==> src/rtl/evr_pkg.sv <==
package evr_pkg;

    localparam int REG_W      = 32;
    localparam int REG_ADDR_W = 6;

    localparam int SIG_LSB = 0;
    localparam int SIG_W   = 3;
    localparam int SRC_LSB = 8;
    localparam int SRC_W   = 7;
    localparam int FN_LSB  = 16;
    localparam int FN_W    = 4;
    localparam int AUX_LSB = 24;
    localparam int AUX_W   = 4;

    localparam int CSEL_LSB = 0;
    localparam int CSEL_W   = 4;
    localparam int SSEL_LSB = 8;
    localparam int SSEL_W   = 2;

    localparam logic [REG_ADDR_W-1:0] ADDR_LEVEL     = 6'h00;
    localparam logic [REG_ADDR_W-1:0] ADDR_PULSE     = 6'h01;
    localparam logic [REG_ADDR_W-1:0] ADDR_VALUE     = 6'h02;
    localparam logic [REG_ADDR_W-1:0] ADDR_CTRL_BASE = 6'h10;
    localparam logic [REG_ADDR_W-1:0] ADDR_CONS_BASE = 6'h20;

    typedef enum logic [FN_W-1:0] {
        FN_ZERO     = 4'd0,
        FN_NOR      = 4'd1,
        FN_NA_AND_B = 4'd2,
        FN_NOT_A    = 4'd3,
        FN_A_AND_NB = 4'd4,
        FN_NOT_B    = 4'd5,
        FN_XOR      = 4'd6,
        FN_NAND     = 4'd7,
        FN_AND      = 4'd8,
        FN_XNOR     = 4'd9,
        FN_PASS_B   = 4'd10,
        FN_NA_OR_B  = 4'd11,
        FN_PASS_A   = 4'd12,
        FN_A_OR_NB  = 4'd13,
        FN_OR       = 4'd14,
        FN_ONE      = 4'd15
    } lut_fn_e;

    typedef struct packed {
        logic [AUX_W-1:0] aux;
        lut_fn_e          fn;
        logic [SRC_W-1:0] src;
        logic [SIG_W-1:0] sig;
    } chan_ctrl_t;

    function automatic chan_ctrl_t unpack_ctrl(logic [REG_W-1:0] w);
        chan_ctrl_t c;
        c.sig = w[SIG_LSB +: SIG_W];
        c.src = w[SRC_LSB +: SRC_W];
        c.fn  = lut_fn_e'(w[FN_LSB +: FN_W]);
        c.aux = w[AUX_LSB +: AUX_W];
        return c;
    endfunction

    function automatic logic [REG_W-1:0] pack_ctrl(chan_ctrl_t c);
        logic [REG_W-1:0] w;
        w = '0;
        w[SIG_LSB +: SIG_W] = c.sig;
        w[SRC_LSB +: SRC_W] = c.src;
        w[FN_LSB  +: FN_W]  = c.fn;
        w[AUX_LSB +: AUX_W] = c.aux;
        return w;
    endfunction

    // Truth-table lookup: bit index is {a,b}
    function automatic logic lut2(lut_fn_e fn, logic a, logic b);
        logic [FN_W-1:0] t;
        t = fn;
        return t[{a, b}];
    endfunction

endpackage

==> src/rtl/evr_src_pick.sv <==
module evr_src_pick
    import evr_pkg::*;
#(
    parameter int NUM_PROD = 4,
    parameter int NUM_SIG  = 7
) (
    input  logic                        clk,
    input  logic                        rst,
    input  logic [SIG_W-1:0]            sig_sel,
    input  logic [SRC_W-1:0]            src_sel,
    input  logic [NUM_PROD*NUM_SIG-1:0] prod_vec,
    output logic                        a_out
);

    always_comb begin
        a_out = 1'b0;
        for (int p = 0; p < NUM_PROD; p++) begin
            for (int s = 1; s <= NUM_SIG; s++) begin
                if (src_sel == SRC_W'(p) && sig_sel == SIG_W'(s)) begin
                    a_out = prod_vec[p*NUM_SIG + s - 1];
                end
            end
        end
    end

    // an empty signal select never yields an active operand
    p_nosig_zero_r3: assert property (@(posedge clk) disable iff (rst)
        (sig_sel == '0) |-> !a_out);

    // out-of-range producer never yields an active operand
    p_nosrc_zero_r3: assert property (@(posedge clk) disable iff (rst)
        (int'(src_sel) >= NUM_PROD) |-> !a_out);

endmodule

==> src/rtl/evr_pick_n.sv <==
module evr_pick_n #(
    parameter int N     = 12,
    parameter int SEL_W = 4
) (
    input  logic             clk,
    input  logic             rst,
    input  logic [SEL_W-1:0] sel,
    input  logic [N-1:0]     in_vec,
    output logic             out
);

    always_comb begin
        out = 1'b0;
        for (int i = 0; i < N; i++) begin
            if (sel == SEL_W'(i)) out = in_vec[i];
        end
    end

    generate
        if ((1 << SEL_W) > N) begin : g_range
            // R10 (also R6 for aux selection): select beyond the set gives 0
            p_out_of_range_zero_r10: assert property (@(posedge clk) disable iff (rst)
                (int'(sel) >= N) |-> !out);
        end
    endgenerate

    // an active output needs an active input
    p_out_needs_source_r10: assert property (@(posedge clk) disable iff (rst)
        out |-> (|in_vec));

endmodule

==> src/rtl/evr_router.sv <==
module evr_router
    import evr_pkg::*;
#(
    parameter int NUM_CH    = 12,
    parameter int NUM_LOGIC = 4,
    parameter int NUM_PROD  = 4,
    parameter int NUM_SIG   = 7,
    parameter int NUM_SYNC  = 4,
    parameter int NUM_CONS  = 6,
    parameter int NUM_SCONS = 2
) (
    input  logic                        clk,
    input  logic                        rst,
    input  logic                        wr_en,
    input  logic [REG_ADDR_W-1:0]       wr_addr,
    input  logic [REG_W-1:0]            wr_data,
    input  logic [REG_ADDR_W-1:0]       rd_addr,
    output logic [REG_W-1:0]            rd_data,
    input  logic [NUM_PROD*NUM_SIG-1:0] prod_sig_i,
    input  logic [NUM_SYNC-1:0]         sync_ch_i,
    output logic [NUM_CH-1:0]           chan_o,
    output logic [NUM_CONS-1:0]         cons_async_o,
    output logic [NUM_SCONS-1:0]        cons_sync_o
);

    localparam int FIRST_LOGIC = NUM_CH - NUM_LOGIC;
    localparam int FIRST_SCONS = NUM_CONS - NUM_SCONS;

    chan_ctrl_t           ctrl_q [NUM_CH];
    logic [CSEL_W-1:0]    csel_q [NUM_CONS];
    logic [SSEL_W-1:0]    ssel_q [NUM_SCONS];
    logic [NUM_CH-1:0]    level_q;
    logic [NUM_CH-1:0]    ch_q;
    logic [NUM_CH-1:0]    val_q;

    logic [NUM_CH-1:0]    pulse_now;
    logic [NUM_CH-1:0]    a_sel;
    logic [FIRST_LOGIC-1:0] plain_v;
    logic [NUM_LOGIC-1:0] logic_v;
    logic [NUM_CH-1:0]    b_pool;
    logic [NUM_CH-1:0]    ch_next;

    wire unused_wr_bits = ^{wr_data[31:28], wr_data[23:20], wr_data[15]};

    // ---------------- register writes ----------------
    assign pulse_now = (wr_en && wr_addr == ADDR_PULSE) ? wr_data[NUM_CH-1:0] : '0;

    always_ff @(posedge clk) begin
        if (rst) begin
            level_q <= '0;
            for (int i = 0; i < NUM_CH; i++)    ctrl_q[i] <= '0;
            for (int k = 0; k < NUM_CONS; k++)  csel_q[k] <= '0;
            for (int m = 0; m < NUM_SCONS; m++) ssel_q[m] <= '0;
        end else if (wr_en) begin
            if (wr_addr == ADDR_LEVEL) level_q <= wr_data[NUM_CH-1:0];
            for (int i = 0; i < NUM_CH; i++) begin
                if (wr_addr == ADDR_CTRL_BASE + REG_ADDR_W'(i))
                    ctrl_q[i] <= unpack_ctrl(wr_data);
            end
            for (int k = 0; k < NUM_CONS; k++) begin
                if (wr_addr == ADDR_CONS_BASE + REG_ADDR_W'(k))
                    csel_q[k] <= wr_data[CSEL_LSB +: CSEL_W];
            end
            for (int m = 0; m < NUM_SCONS; m++) begin
                if (wr_addr == ADDR_CONS_BASE + REG_ADDR_W'(FIRST_SCONS + m))
                    ssel_q[m] <= wr_data[SSEL_LSB +: SSEL_W];
            end
        end
    end

    // ---------------- channel datapath ----------------
    for (genvar i = 0; i < NUM_CH; i++) begin : g_src
        evr_src_pick #(
            .NUM_PROD (NUM_PROD),
            .NUM_SIG  (NUM_SIG)
        ) u_pick (
            .clk      (clk),
            .rst      (rst),
            .sig_sel  (ctrl_q[i].sig),
            .src_sel  (ctrl_q[i].src),
            .prod_vec (prod_sig_i),
            .a_out    (a_sel[i])
        );
    end

    // Plain channels: operand A plus software forcing
    assign plain_v = a_sel[FIRST_LOGIC-1:0] | level_q[FIRST_LOGIC-1:0]
                   | pulse_now[FIRST_LOGIC-1:0];

    // Operand B pool: plain channels unregistered, logic channels registered
    assign b_pool = {ch_q[NUM_CH-1:FIRST_LOGIC], plain_v};

    for (genvar j = 0; j < NUM_LOGIC; j++) begin : g_logic
        localparam int CH = FIRST_LOGIC + j;
        logic b_val;

        evr_pick_n #(
            .N     (NUM_CH),
            .SEL_W (AUX_W)
        ) u_aux (
            .clk    (clk),
            .rst    (rst),
            .sel    (ctrl_q[CH].aux),
            .in_vec (b_pool),
            .out    (b_val)
        );

        assign logic_v[j] = lut2(ctrl_q[CH].fn, a_sel[CH], b_val)
                          | level_q[CH] | pulse_now[CH];

        // constant-zero code with no forcing leaves the channel low
        p_fn_zero_quiet_r5: assert property (@(posedge clk) disable iff (rst)
            (ctrl_q[CH].fn == FN_ZERO && !level_q[CH] && !pulse_now[CH]) |=> !ch_q[CH]);

        // constant-one code always drives the channel high
        p_fn_one_high_r5: assert property (@(posedge clk) disable iff (rst)
            (ctrl_q[CH].fn == FN_ONE) |=> ch_q[CH]);
    end

    assign ch_next = {logic_v, plain_v};

    always_ff @(posedge clk) begin
        if (rst) begin
            ch_q  <= '0;
            val_q <= '0;
        end else begin
            ch_q  <= ch_next;
            val_q <= ch_q;
        end
    end

    assign chan_o = ch_q;

    for (genvar i = 0; i < NUM_CH; i++) begin : g_force_chk
        // a written pulse bit shows on the output at the next edge
        p_pulse_seen_r8: assert property (@(posedge clk) disable iff (rst)
            pulse_now[i] |=> ch_q[i]);
        // a set level bit holds the output high
        p_level_held_r7: assert property (@(posedge clk) disable iff (rst)
            level_q[i] |=> ch_q[i]);
    end

    // reset leaves outputs, read-back and level cleared
    p_reset_clear_r1: assert property (@(posedge clk)
        rst |=> (ch_q == '0 && val_q == '0 && level_q == '0));

    // ---------------- consumers ----------------
    for (genvar k = 0; k < NUM_CONS; k++) begin : g_cons
        evr_pick_n #(
            .N     (NUM_CH),
            .SEL_W (CSEL_W)
        ) u_async (
            .clk    (clk),
            .rst    (rst),
            .sel    (csel_q[k]),
            .in_vec (ch_q),
            .out    (cons_async_o[k])
        );
    end

    for (genvar m = 0; m < NUM_SCONS; m++) begin : g_scons
        evr_pick_n #(
            .N     (NUM_SYNC),
            .SEL_W (SSEL_W)
        ) u_sync (
            .clk    (clk),
            .rst    (rst),
            .sel    (ssel_q[m]),
            .in_vec (sync_ch_i),
            .out    (cons_sync_o[m])
        );
    end

    // ---------------- read port ----------------
    always_comb begin
        rd_data = '0;
        if (rd_addr == ADDR_LEVEL) rd_data[NUM_CH-1:0] = level_q;
        if (rd_addr == ADDR_VALUE) rd_data[NUM_CH-1:0] = val_q;
        for (int i = 0; i < NUM_CH; i++) begin
            if (rd_addr == ADDR_CTRL_BASE + REG_ADDR_W'(i))
                rd_data = pack_ctrl(ctrl_q[i]);
        end
        for (int k = 0; k < NUM_CONS; k++) begin
            if (rd_addr == ADDR_CONS_BASE + REG_ADDR_W'(k))
                rd_data[CSEL_LSB +: CSEL_W] = csel_q[k];
        end
        for (int m = 0; m < NUM_SCONS; m++) begin
            if (rd_addr == ADDR_CONS_BASE + REG_ADDR_W'(FIRST_SCONS + m))
                rd_data[SSEL_LSB +: SSEL_W] = ssel_q[m];
        end
    end

endmodule

==> config.mk <==
export PLATFORM = sky130hd
export DESIGN_NAME = evr_router
export DESIGN_NICKNAME = d
export VERILOG_FILES = /design/src/rtl/evr_pkg.sv /design/src/rtl/evr_src_pick.sv /design/src/rtl/evr_pick_n.sv /design/src/rtl/evr_router.sv
export SDC_FILE = /design/constraint.sdc
export NUM_CORES = 1
export LEC_CHECK = 0
export BUFFER_PORTS_ARGS = -buffer_cell sky130_fd_sc_hd__buf_4
export CORE_MARGIN = 2
export CORE_UTILIZATION = 30
export DETAILED_ROUTE_END_ITERATION = 8
export GPL_TIMING_DRIVEN = 0
export PLACE_DENSITY = 0.45
export SYNTH_ARGS = -nofsm -noshare
export SYNTH_HDL_FRONTEND = slang
export SYNTH_SLANG_ARGS = --single-unit
==> constraint.sdc <==
create_clock -name clk -period 3.4 [get_ports clk]
set_input_delay 0.51 -clock clk [delete_from_list [all_inputs] [get_ports clk]]
set_output_delay 0.51 -clock clk [all_outputs]
set_load 0.02 [all_outputs]
## Word level (Yosys, flattened, before mapping)

Memory sizes are Yosys's and may differ from the RTL's.
Index checks and enable logic that the tools add are counted.

- Add/subtract/negate cells: 0
- Multipliers: 0
- Div/mod/pow operators: 0
- Magnitude comparators: 4
- Equality and inequality tests: 274
- Shift-type cells: 0
- Multiplexer cells: 589
- Bitwise logic cells: 30
- Reductions and logical operators: 364

Operator list:

| operator | number |
|---|---|
| 1-bit 2-to-1 mux | 542 |
| 32-bit 2-to-1 mux | 11 |
| 1-bit logical AND | 337 |
| 18-bit 2-to-1 mux | 12 |
| 7-bit by 2-bit == test with 1-bit output (second input constant) | 24 |
| 4-bit by 3-bit == test with 1-bit output (second input constant) | 40 |
| 4-bit == test (second input constant) | 40 |
| 3-bit == test (second input constant) | 48 |
| 6-bit by 5-bit == test with 1-bit output (second input constant) | 24 |
| 7-bit by 1-bit == test with 1-bit output (second input constant) | 12 |
| 7-bit logical NOT | 12 |
| 4-bit by 2-bit == test with 1-bit output (second input constant) | 20 |
| 3-bit by 2-bit == test with 1-bit output (second input constant) | 24 |
| 6-bit == test (second input constant) | 12 |
| 4-bit 2-to-1 mux | 12 |
| 4-bit by 1-bit == test with 1-bit output (second input constant) | 10 |
| 4-bit logical NOT | 10 |
| 3-bit by 1-bit == test with 1-bit output (second input constant) | 12 |
| 12-bit 2-to-1 mux | 3 |
| 28-bit 2-to-1 mux | 1 |
| 1-bit bitwise OR | 28 |
| 8-bit bitwise OR | 2 |
| 6-bit logical NOT | 2 |
| 2-bit by 3-bit < comparator with 1-bit output (second input constant) | 4 |
| other kinds (8) | 19 |

- Bits in registers: 36
- Bits in latches: 0
- RAM bits: 244
- Bits in read-only memories: 0
- Input port bits: 79
- Output and inout port bits: 52
- Logic and storage cells: 1267
- Memories kept: 3

Memory list:

| name | words | bits a word | read ports | clocked after Yosys merged registers in | write ports | line | text |
|---|---|---|---|---|---|---|---|
| ctrl_q | 12 | 18 | 12 | 0 | 12 | evr_router.sv:29 | `chan_ctrl_t ctrl_q [NUM_CH];` |
| csel_q | 6 | 4 | 6 | 0 | 6 | evr_router.sv:30 | `logic [CSEL_W-1:0] csel_q [NUM_CONS];` |
| ssel_q | 2 | 2 | 2 | 0 | 2 | evr_router.sv:31 | `logic [SSEL_W-1:0] ssel_q [NUM_SCONS];` |

## Longest topological paths before layout

Gate-level depths: netlist of run 1.
An unclocked memory read counts as a cell.

- Depth after elaboration: 49
- Depth in mapped cells: 14
- Mapped depth without buffers: 11

## Hierarchy

Synthesis of run 1 repeated with hierarchy kept, for this count alone.

- Cell total of the unflattened synthesis: 1983
- Area, all modules: 19251.0 um2

By module, submodules not included:

| module | times used | cells each | area an instance (um2) | seq. area each (um2) |
|---|---|---|---|---|
| evr_router | 1 | 1051 | 12794.8 | 8047.7 |
| evr_src_pick | 12 | 65 | 421.7 | 0.0 |
| evr_pick_n at g_cons[0].u_async ... | 10 | 15 | 135.1 | 0.0 |
| evr_pick_n at g_scons[0].u_sync ... | 2 | 1 | 22.5 | 0.0 |

## Worst setup path before layout of run 1

OpenSTA, ideal clock, no wires.

- Path type: input to output
- Start point: in rd_addr[0]
- End point: out rd_data[25]
- Arrival: 2.830 ns
- Data required time: 2.890 ns
- Slack: 0.060 ns
- Cell stages on the path: 8
- Path buffers: 4
- Cell sequence: clkbuf_1 > buf_1 > clkbuf_1 > clkbuf_1 > mux2i_1 > nor3_1 > a21oi_1 > o21ai_0

- Cells in the longest elaborated chain, start to end: 13
- Elaborated cells between the ends (all ways): 24
- Classes of those cells: eq/ne: 12; mux: 12

RTL lines:

| what | line | text |
|---|---|---|
| start: declaration | evr_router.sv:17 | `input logic [REG_ADDR_W-1:0] rd_addr,` |
| 6-bit by 5-bit == test with 1-bit output | evr_router.sv:180 | `if (rd_addr == ADDR_CTRL_BASE + REG_ADDR_W'(i))` |
| 28-bit 2-to-1 mux | evr_router.sv:180 |  |
| 32-bit 2-to-1 mux (10 in series) | evr_router.sv:180 |  |
| 32-bit 2-to-1 mux * | evr_router.sv:180 |  |
| end: declaration | evr_router.sv:18 | `output logic [REG_W-1:0] rd_data,` |

Every way passes the cells marked *; elsewhere a longest branch is shown, timed or not.

==> impl_metrics.json, run 1 <==
{
  "relSlewSlack_pct": 10.2,
  "wirelength_um": 91100,
  "yosysWarningCount": 0,
  "synth_most_common_cell": "nor2_1",
  "end_kind": "output pin",
  "clk_pin_slew_worst_paths_ns": 0.06,
  "fin_ws_ns": -0.459,
  "hpwl_um": 66900,
  "cts_max_level": 2,
  "async_flop_share_pct": 0,
  "slew_violations": 0,
  "syn2layout_area_growth_pct": 21.4,
  "fin_area_um2": 23000,
  "stdcell_count": 3102,
  "required_ns": 2.89,
  "antenna_found_initial": 2,
  "ys_types": 88,
  "routedWlPerCell_um": 29.4,
  "overflow": 0,
  "grt_max_degree": 19,
  "violations": "setup timing",
  "fillers": 6471,
  "peakVddDrop_uv": 302,
  "rows": 92,
  "design.core.area_um2": 62700,
  "post_dp_cell_area_um2": 20800,
  "avgSynthCellArea_um2": 9.24,
  "vias_per_cell": 5.89,
  "yosysTopAreaCellShare_pct": 38.7,
  "gp_congestion": 0.974,
  "status": "complete, but fails checks",
  "cts_sinks": 280,
  "finClkSkew_ns": 0.0213,
  "slowest_delay_ns": 0.51,
  "pin_count": 131,
  "critPathLaunchType": "flip-flop",
  "cts_buffers": 35,
  "synth_ff_type": "edfxtp_1",
  "max_freq_mhz": 259,
  "synth_area_um2": 18900,
  "slowest_stage": "a222oi_1",
  "grt_pass1_wl_um": 127000,
  "hold_viol_final": 0,
  "final_layout_size_suffix_gt1_share_pct": 21.0,
  "post-route-period-util_pct": 114,
  "grtUsageTotal_pct": 27.5,
  "synth_area_leaders": "edfxtp_1 (39%), nor2_1 (6.5%), mux4_2 (5.2%)",
  "period_needed_ns": 3.86,
  "grt_pass1_vias": 17000,
  "dieWidth_um": 255,
  "cp_max_fo": 10,
  "vias": 18300,
  "hold_class": "input port to flip-flop",
  "crit_chain": "buf_4, buf_4, nand2_1, o21ai_4, a222oi_1, o21ai_1, nand2_2, a31oi_4, a21oi_2, o221ai_2, mux2_4, buf_6",
  "final_core_util_pct": 36.7,
  "synthCells": 2049,
  "clk_latency_ns": 0.56,
  "ys_ff_latch": 280,
  "yosysTopAreaCell": "edfxtp_1",
  "die_h_um": 255,
  "dpl.cell_count": 3011,
  "critical_path_arrival_ns": 3.35,
  "cts_tree": "built",
  "drtIter0Drc": 2384,
  "clk_path_buf_depth": 3,
  "critical-path-top-delay-family": "compound AO/OA/AOI/OAI gates",
  "cp_num_buf_inv": 3,
  "path_class": "flip-flop to output pin",
  "p_leak_nw": 8.16,
  "cts_hold_buf": 0,
  "synth_edf_count": 244,
  "crit_top_cell": "buf_4",
  "cts-root-buf": "clkbuf_16",
  "initial_core_util_pct": 30.2,
  "power.density_nw_per_um2": 415,
  "yosysSeqAreaShare_pct": 42.5,
  "dieArea_um2": 65200,
  "antenna_left": 0,
  "max_slew.worst_pin.slew_ns": 1.34,
  "maxCapViolCount": 0,
  "synth_top_cells_by_count": "nor2_1 (326), edfxtp_1 (244), nand2_1 (148)",
  "rsz0062_at_grt": "yes",
  "firstDrtPassIters": 6,
  "drc": 0,
  "io_buffers": 107,
  "num-nets-final": 2306,
  "finalSetupViolations": 5
}
sequential cells by signal, summed over array words and instances (netlist names):
| name | cells |
|---|---|
| ssel_q | 4 |
| csel_q | 24 |
| chan_o | 12 |
| ctrl_q | 216 |
| val_q | 12 |
| level_q | 12 |
final cells by class:
cell class / count / area, um2 / area share, %
Buffer: 205 / 1180 / 5.14
Antenna cell: 2 / 5.00 / 0.0218
Tap cell: 846 / 1060 / 4.60
Sequential cell: 280 / 8050 / 35.0
Timing Repair Buffer: 139 / 1060 / 4.60
Clock inverter: 21 / 144 / 0.626
Multi-Input combinational cell: 1511 / 10400 / 45.1
Inverter: 55 / 206 / 0.897
Clock buffer: 43 / 937 / 4.07
stage by stage:
stage | setup WS (ns) | hold slack, ns | TNS (ns) | power [W]
4_1_cts | -0.360 | 0.225 | -0.360 | 0.00949
6_report | -0.459 | 0.241 | -0.543 | 0.00954
5_1_grt | -0.449 | 0.241 | -0.591 | 0.00980
3_3_place_gp | -2.23 | 0.457 | -60.76 | 0.00580
2_1_floorplan | 0.0600 | 0.444 | 0 | 0.00508
3_5_place_dp | -2.20 | 0.466 | -65.55 | 0.00581
power breakdown:
part,internal (W),switching [W]
Sequential,0.00393,0.000182
Clock,0.00205,0.00159
Combinational,0.000650,0.00115
tightest hold or removal path, stage by stage:
cell and delay, ns:
buf_4 0.13, nand2_1 0.05, a21oi_1 0.06
worst paths after layout:
check,from,to,slack [ns],cells after the start
worst max-delay path,ctrl_q[0][54],rd_data[0],-0.46,12
worst min-delay path,wr_data[7],level_q[7],0.24,3
worst max register to register,ctrl_q[0][54],chan_o[10],-0.02,13
worst min register to register,level_q[2],level_q[2],0.48,2
timing repair:
item	CTS	global route
gates resized for setup	176	92
setup buffers	17	14
gates cloned	0	0
pin swaps	23	23
endpoints found under the setup margin	33	12
per-layer routing:
layer / share of wire [%] / global-route usage (%) / routed length [um] / vias to the layer above
met5: 0 / 0 / 0 / -
met4: 4.6 / 10.8 / 4150 / 0
met3: 7.8 / 3.57 / 7120 / 207
met2: 45 / 43.3 / 40900 / 980
met1: 43 / 38.3 / 38900 / 9087
li1: - / - / - / 7992
placed cells by master, fill, tap and decap left out, types with 24 or more instances in the layout:
| cell | n |
|---|---|
| a21oi_1 | 108 |
| a22oi_1 | 30 |
| a31oi_1 | 28 |
| buf_4 | 163 |
| clkbuf_1 | 89 |
| clkbuf_16 | 36 |
| clkbuf_2 | 30 |
| dfxtp_1 | 36 |
| edfxtp_1 | 244 |
| inv_1 | 50 |
| mux2i_1 | 82 |
| mux4_2 | 44 |
| nand2_1 | 146 |
| nand2b_1 | 76 |
| nand3_1 | 32 |
| nor2_1 | 316 |
| nor2b_1 | 58 |
| nor3_1 | 34 |
| o211ai_1 | 24 |
| o21ai_0 | 85 |
| o21ai_1 | 25 |
logic make-up after synthesis:
group / after synthesis / synth area share [%]
buffers and inverters: 266 / 6.11
multiplexers: 150 / 11.1
flip-flops: 280 / 42.5
other: 1 / 0.0198
AND/OR/NAND/NOR: 826 / 21.6
AO/OA/AOI/OAI: 526 / 18.7
No activity file was read; power rests on OpenSTA's default activity.
==> run 2, diff against run 1 <==
Settings changed: CTS_BUF_LIST from default to sky130_fd_sc_hd__clkbuf_2 sky130_fd_sc_hd__clkbuf_4 sky130_fd_sc_hd__clkbuf_8.
==> run 2 against run 1 <==
Compared with the run above:
- register-to-register slack about the same
- total power down 2.6%
- die area unchanged
- global-route usage about the same
- critical endpoint unchanged
- clock skew up 0.0030 ns
- core utilization down 0.16 points
- largest cell class unchanged
- via count up 0.60%
- maximum frequency down 1.8%
- the run still ends with setup timing left
- clock power down 6.6%
==> impl_metrics.json, run 2 (synthesis results as in run 1) <==
{
  "status": "complete, but fails checks",
  "violations": "setup timing",
  "post-route-period-util_pct": 116,
  "maxCapViolCount": 0,
  "hold_class": "input port to flip-flop",
  "max_slew.worst_pin.slew_ns": 1.38,
  "drtIter0Drc": 2204,
  "num-nets-final": 2320,
  "slowest_stage": "a222oi_1",
  "drc": 0,
  "clk_pin_slew_worst_paths_ns": 0.07,
  "grtUsageMet1_pct": 37.9,
  "slowest_delay_ns": 0.46,
  "pin_count": 131,
  "clk_path_buf_depth": 3,
  "final_core_util_pct": 36.5,
  "grt_pass1_wl_um": 127000,
  "relSlewSlack_pct": 7.96,
  "critPathLaunchType": "flip-flop",
  "cp_num_buf_inv": 4,
  "slew_violations": 0,
  "cts_tree": "built",
  "min_from": "wr_data[7]",
  "clock_power_share_pct": 36.5,
  "cts-root-buf": "clkbuf_8",
  "fillers": 6452,
  "cp_max_fo": 2,
  "wirelength_um": 91400,
  "period_needed_ns": 3.93,
  "required_ns": 2.89,
  "power.density_nw_per_um2": 406,
  "antenna_left": 0,
  "netSwitchingFraction_pct": 31.4,
  "gp_congestion": 0.974,
  "cts_hold_buf": 0,
  "syn2layout_area_growth_pct": 20.9,
  "crit_chain": "buf_6, buf_8, buf_8, mux2i_4, o21ai_4, a222oi_1, o21ai_1, nand2_2, a31oi_4, a21oi_2, o221ai_2, mux2_4, buf_6",
  "critical-path-top-delay-family": "compound AO/OA/AOI/OAI gates",
  "seq_power_share_pct": 44.2,
  "final_layout_size_suffix_gt1_share_pct": 21.7,
  "path_class": "flip-flop to output pin",
  "firstDrtPassIters": 6,
  "dieWidth_um": 255,
  "peakVddDrop_uv": 236,
  "grt_max_degree": 19,
  "p_int_w": 0.00637,
  "busiest_layer": "met2",
  "max_freq_mhz": 254,
  "grtUsageTotal_pct": 27.5,
  "power_frac_comb_pct": 19.3,
  "cts_sinks": 280,
  "routedWlPerCell_um": 29.2,
  "initial_core_util_pct": 30.2,
  "r2r_setup_slack_ns": -0.02,
  "clk_latency_ns": 0.65,
  "finalSetupViolations": 5,
  "hold_viol_final": 0,
  "end_kind": "output pin",
  "rows": 92,
  "antenna_found_initial": 2,
  "use_met2_pct": 43.2,
  "r2r-start": "ctrl_q[0][54]",
  "total_power_w": 0.00929,
  "top_regs": "ctrl_q x216, csel_q x24",
  "hold_ws_ns": 0.146,
  "vias_per_cell": 5.87,
  "cts_buffers": 52,
  "cts_max_level": 2,
  "vias": 18400,
  "rsz0062_at_grt": "yes",
  "crit_start": "ctrl_q[0][36]",
  "largest_register": "ctrl_q",
  "met3_usage_pct": 4.07,
  "final_cell_mix": "nor2_1 (315), edfxtp_1 (244), buf_4 (160)",
  "design.core.area_um2": 62700,
  "die_h_um": 255,
  "grt_pass1_vias": 17300,
  "dieArea_um2": 65200,
  "critical_path_arrival_ns": 3.42,
  "hpwl_um": 66900,
  "finClkSkew_ns": 0.0243,
  "overflow": 0,
  "finalSetupTns_ns": -0.764,
  "p_switching_w": 0.00292,
  "p_leak_nw": 8.17,
  "final_common_cell": "nor2_1",
  "io_buffers": 107,
  "largest_reg_flops": 216,
  "fin_ws_ns": -0.531
}
[run 2: path summary, 6_finish.rpt]
check,end,depth (start not counted)
worst min register to register,level_q[1],2
worst max register to register,chan_o[10],13
worst min-delay path,level_q[7],3
worst max-delay path,rd_data[0],13
[run 2: worst register-to-register path, stage by stage (launching register included)]
cell      delay [ns]
edfxtp_1        0.47
buf_4           0.18
buf_4           0.14
mux2i_1         0.13
o221a_1         0.23
o311a_1         0.35
a211oi_2        0.24
a21oi_4         0.20
a22o_1          0.24
o32a_1          0.28
o211ai_1        0.32
mux2_4          0.34
a21oi_2         0.13
a21oi_1         0.05
[run 2: layer usage]
metal | wire length, um | vias to the layer above | share of wire, %
met5 | 0 | - | 0
met4 | 4060 | 0 | 4.4
met3 | 7210 | 207 | 7.9
met2 | 41300 | 965 | 45
met1 | 38800 | 9189 | 42
li1 | - | 8015 | -
[run 2: cell type report]
type / instances / area, um2 / share of cell area, %
diodes: 2 / 5.00 / 0.0219
plain buffers: 205 / 1170 / 5.11
clock buffers: 63 / 798 / 3.49
clock inverters: 35 / 245 / 1.07
inverters: 55 / 206 / 0.901
multi-input cells: 1511 / 10300 / 45.1
flip-flops and latches: 280 / 8050 / 35.1
well taps: 846 / 1060 / 4.62
repair buffers: 136 / 1030 / 4.52
[run 2: power groups by stage]
stage / sequential [W] / clock (W) / combinational (W)
after floorplan: 0.00409 / 0 / 0.000997
after global placement: 0.00416 / 0 / 0.00164
after detailed placement: 0.00416 / 0 / 0.00164
after CTS: 0.00410 / 0.00344 / 0.00172
after global routing: 0.00413 / 0.00357 / 0.00188
final: 0.00411 / 0.00339 / 0.00179
[run 2: repair_timing]
item                                    4_1_cts  5_1_grt
hold endpoints to repair                      0        0
pin swaps                                    21       26
buffers inserted                             17       11
gates resized for setup                     161       90
endpoints found under the setup margin       27       19
cloned                                        0        0
[run 2: stage by stage]
| step | worst slack (ns) | cell area [um2] | cells |
|---|---|---|---|
| detailed placement | -2.20 | 20800 | 3011 |
| global placement | -2.23 | 20800 | 3010 |
| finish | -0.531 | 22900 | 3133 |
| CTS | -0.503 | 22600 | 3124 |
| global route | -0.519 | 22900 | 3132 |
| floorplan | 0.0600 | 19000 | 2057 |
==> run 3, diff against run 2 <==
Settings changed: GPL_TIMING_DRIVEN 0 to default.
==> run 3 against run 2 <==
Compared with the run above:
- the flow now finishes without violations
- total power grew 2.0%
- largest power group unchanged
- global-route usage down 1.6 points
- via count is 0.83% lower
- register-to-register slack better by 0.07 ns
- core utilization is 1.3 points higher
- non-clock buffer count is 47 higher
- critical path depth is 1 lower
- clock skew grew 0.017 ns
- sequential share of layout area is 1.2 points lower
- cell count grew 1.4%
- largest cell class unchanged
- sequential power grew 1%
- critical path type is now input port to output pin
- die area unchanged
==> impl_metrics.json, run 3 (synthesis results as in run 1) <==
{
  "status": "completed",
  "p_switching_w": 0.00285,
  "firstDrtPassIters": 6,
  "finClkSkew_ns": 0.0417,
  "num-nets-final": 2366,
  "clk_path_buf_depth": 3,
  "antenna_found_initial": 1,
  "cts_hold_buf": 0,
  "reg2regPathDepth": 11,
  "dieArea_um2": 65200,
  "cp_max_fo": 12,
  "finalSetupTns_ns": 0,
  "routedWlPerCell_um": 27.0,
  "slowest_stage": "or3b_2",
  "grtUsageTotal_pct": 25.9,
  "vias_per_cell": 5.74,
  "clock_power_share_pct": 37.5,
  "hold_class": "input port to flip-flop",
  "cts-root-buf": "clkbuf_8",
  "final_common_cell": "buf_4",
  "end_kind": "output pin",
  "finalSetupViolations": 0,
  "max_slew.worst_pin.slew_ns": 0.959,
  "r2r-end": "chan_o[9]",
  "regArea_um2": 8050,
  "io_buffers": 112,
  "drtIter0Drc": 2127,
  "r2r_setup_slack_ns": 0.05,
  "drc": 0,
  "relSlewSlack_pct": 36.1,
  "grt_pass1_wl_um": 121000,
  "top_regs": "ctrl_q x216, csel_q x24",
  "preCtsSetupSlack_ns": -0.147,
  "max_freq_mhz": 297,
  "rsz0062_at_grt": "yes",
  "antenna_left": 0,
  "syn2layout_area_growth_pct": 25.2,
  "initial_core_util_pct": 30.2,
  "maxCapViolCount": 0,
  "power.density_nw_per_um2": 400,
  "total_power_w": 0.00947,
  "rows": 92,
  "fin_ws_ns": 0.0386,
  "cts_buffers": 51,
  "critical-path-top-delay-family": "buffers and inverters",
  "overflow": 0,
  "gp_congestion": 0.990,
  "required_ns": 2.89,
  "peakVddDrop_uv": 310,
  "slew_violations": 0,
  "pin_count": 131,
  "cp-endpoint": "rd_data[9]",
  "dieWidth_um": 255,
  "crit_start": "rd_addr[5]",
  "netSwitchingFraction_pct": 30.1,
  "largest_register": "ctrl_q",
  "grt_max_degree": 52,
  "crit_top_cell": "buf_4",
  "p_int_w": 0.00663,
  "slowest_delay_ns": 0.49,
  "wirelength_um": 85700,
  "clk_pin_slew_worst_paths_ns": 0.06,
  "power_frac_comb_pct": 18.6,
  "period_needed_ns": 3.36,
  "post-route-period-util_pct": 98.9,
  "vias": 18200,
  "r2r-start": "ctrl_q[0][45]",
  "hold_viol_final": 0,
  "largest_reg_flops": 216,
  "seq_power_share_pct": 44.0,
  "critPathLaunchType": "input port",
  "fillers": 6371,
  "hold_path_depth": 3,
  "die_h_um": 255,
  "cp_num_buf_inv": 6,
  "multi_input_area_um2": 10100,
  "cts_sinks": 280,
  "cts_tree": "built",
  "clk_latency_ns": 0.68,
  "crit_chain": "buf_4, nand2b_2, buf_4, buf_4, or3b_2, nor2_2, buf_6, a21oi_1, a31oi_2, buf_4, a221o_1, buf_4",
  "cts_max_level": 2,
  "hpwl_um": 63800,
  "critical_path_arrival_ns": 2.85,
  "path_depth": 12,
  "final_cell_mix": "buf_4 (360), nor2_1 (321), edfxtp_1 (244)",
  "min_from": "wr_data[5]",
  "grt_pass1_vias": 17300,
  "path_class": "input port to output pin",
  "final_layout_size_suffix_gt1_share_pct": 25.8,
  "p_leak_nw": 8.79,
  "design.core.area_um2": 62700
}
[run 3: changes by cell type in the layout (fill, tap and decap cells not counted), sizes merged]
| cell | previous run | this run |
|---|---|---|
| clkinv | 31 | 21 |
| bufinv | 3 | 4 |
| diode | 2 | 1 |
| clkinvlp | 1 | 2 |
| buf | 202 | 385 |
| clkbuf | 202 | 69 |
| bufbuf | 0 | 2 |
[run 3: worst min path at each step]
stage | slack [ns] | to
after floorplan | 0.44 | level_q[0]
after detailed placement | 0.47 | level_q[3]
after CTS | 0.11 | level_q[3]
after global placement | 0.46 | level_q[7]
after global routing | 0.13 | level_q[3]
final | 0.13 | level_q[5]
[run 3: power groups by stage]
stage | clock network, W | logic (W) | registers (W)
floorplan | 0 | 0.000997 | 0.00409
global placement | 0 | 0.00163 | 0.00423
detailed placement | 0 | 0.00163 | 0.00424
CTS | 0.00362 | 0.00168 | 0.00416
global route | 0.00375 | 0.00187 | 0.00419
finish | 0.00355 | 0.00176 | 0.00417
[run 3: what timing repair did]
action,in CTS,in global routing
cloned,2,1
resized for setup,24,54
pin swaps,7,25
buffers inserted,8,19
setup endpoints to repair,6,10
endpoints found under the hold margin,0,0
[run 3: cell type report]
type / count / area share [%]
flip-flops and latches: 280 / 33.9
inverters: 55 / 0.871
clock buffers: 68 / 3.60
diodes: 1 / 0.0106
clock inverters: 27 / 1.06
well taps: 846 / 4.46
multi-input cells: 1511 / 42.5
repair buffers: 388 / 13.5
[run 3: tightest hold or removal path: stages]
cell and delay (ns):
buf_4 0.12, nand2_1 0.05, a21oi_1 0.05
[run 3: per-stage QoR]
| stage | instances | area (um2) | hold WS, ns | util (%) |
|---|---|---|---|---|
| floorplan | 2057 | 19000 | 0.444 | - |
| global placement | 3052 | 22000 | 0.455 | 35.0 |
| detailed placement | 3052 | 22000 | 0.466 | 35.0 |
| CTS | 3157 | 23300 | 0.107 | 37.1 |
| global route | 3176 | 23700 | 0.127 | 37.8 |
| finish | 3176 | 23700 | 0.131 | 37.8 |
[run 3: metal layers]
metal / vias up / wire, um / track usage [%] / part of all wire, %
li1: 8119 / - / - / -
met1: 9092 / 36600 / 35.5 / 43
met2: 848 / 39300 / 41.1 / 46
met3: 164 / 6100 / 3.62 / 7.1
met4: 0 / 3740 / 10.5 / 4.4
met5: - / 0 / 0 / 0
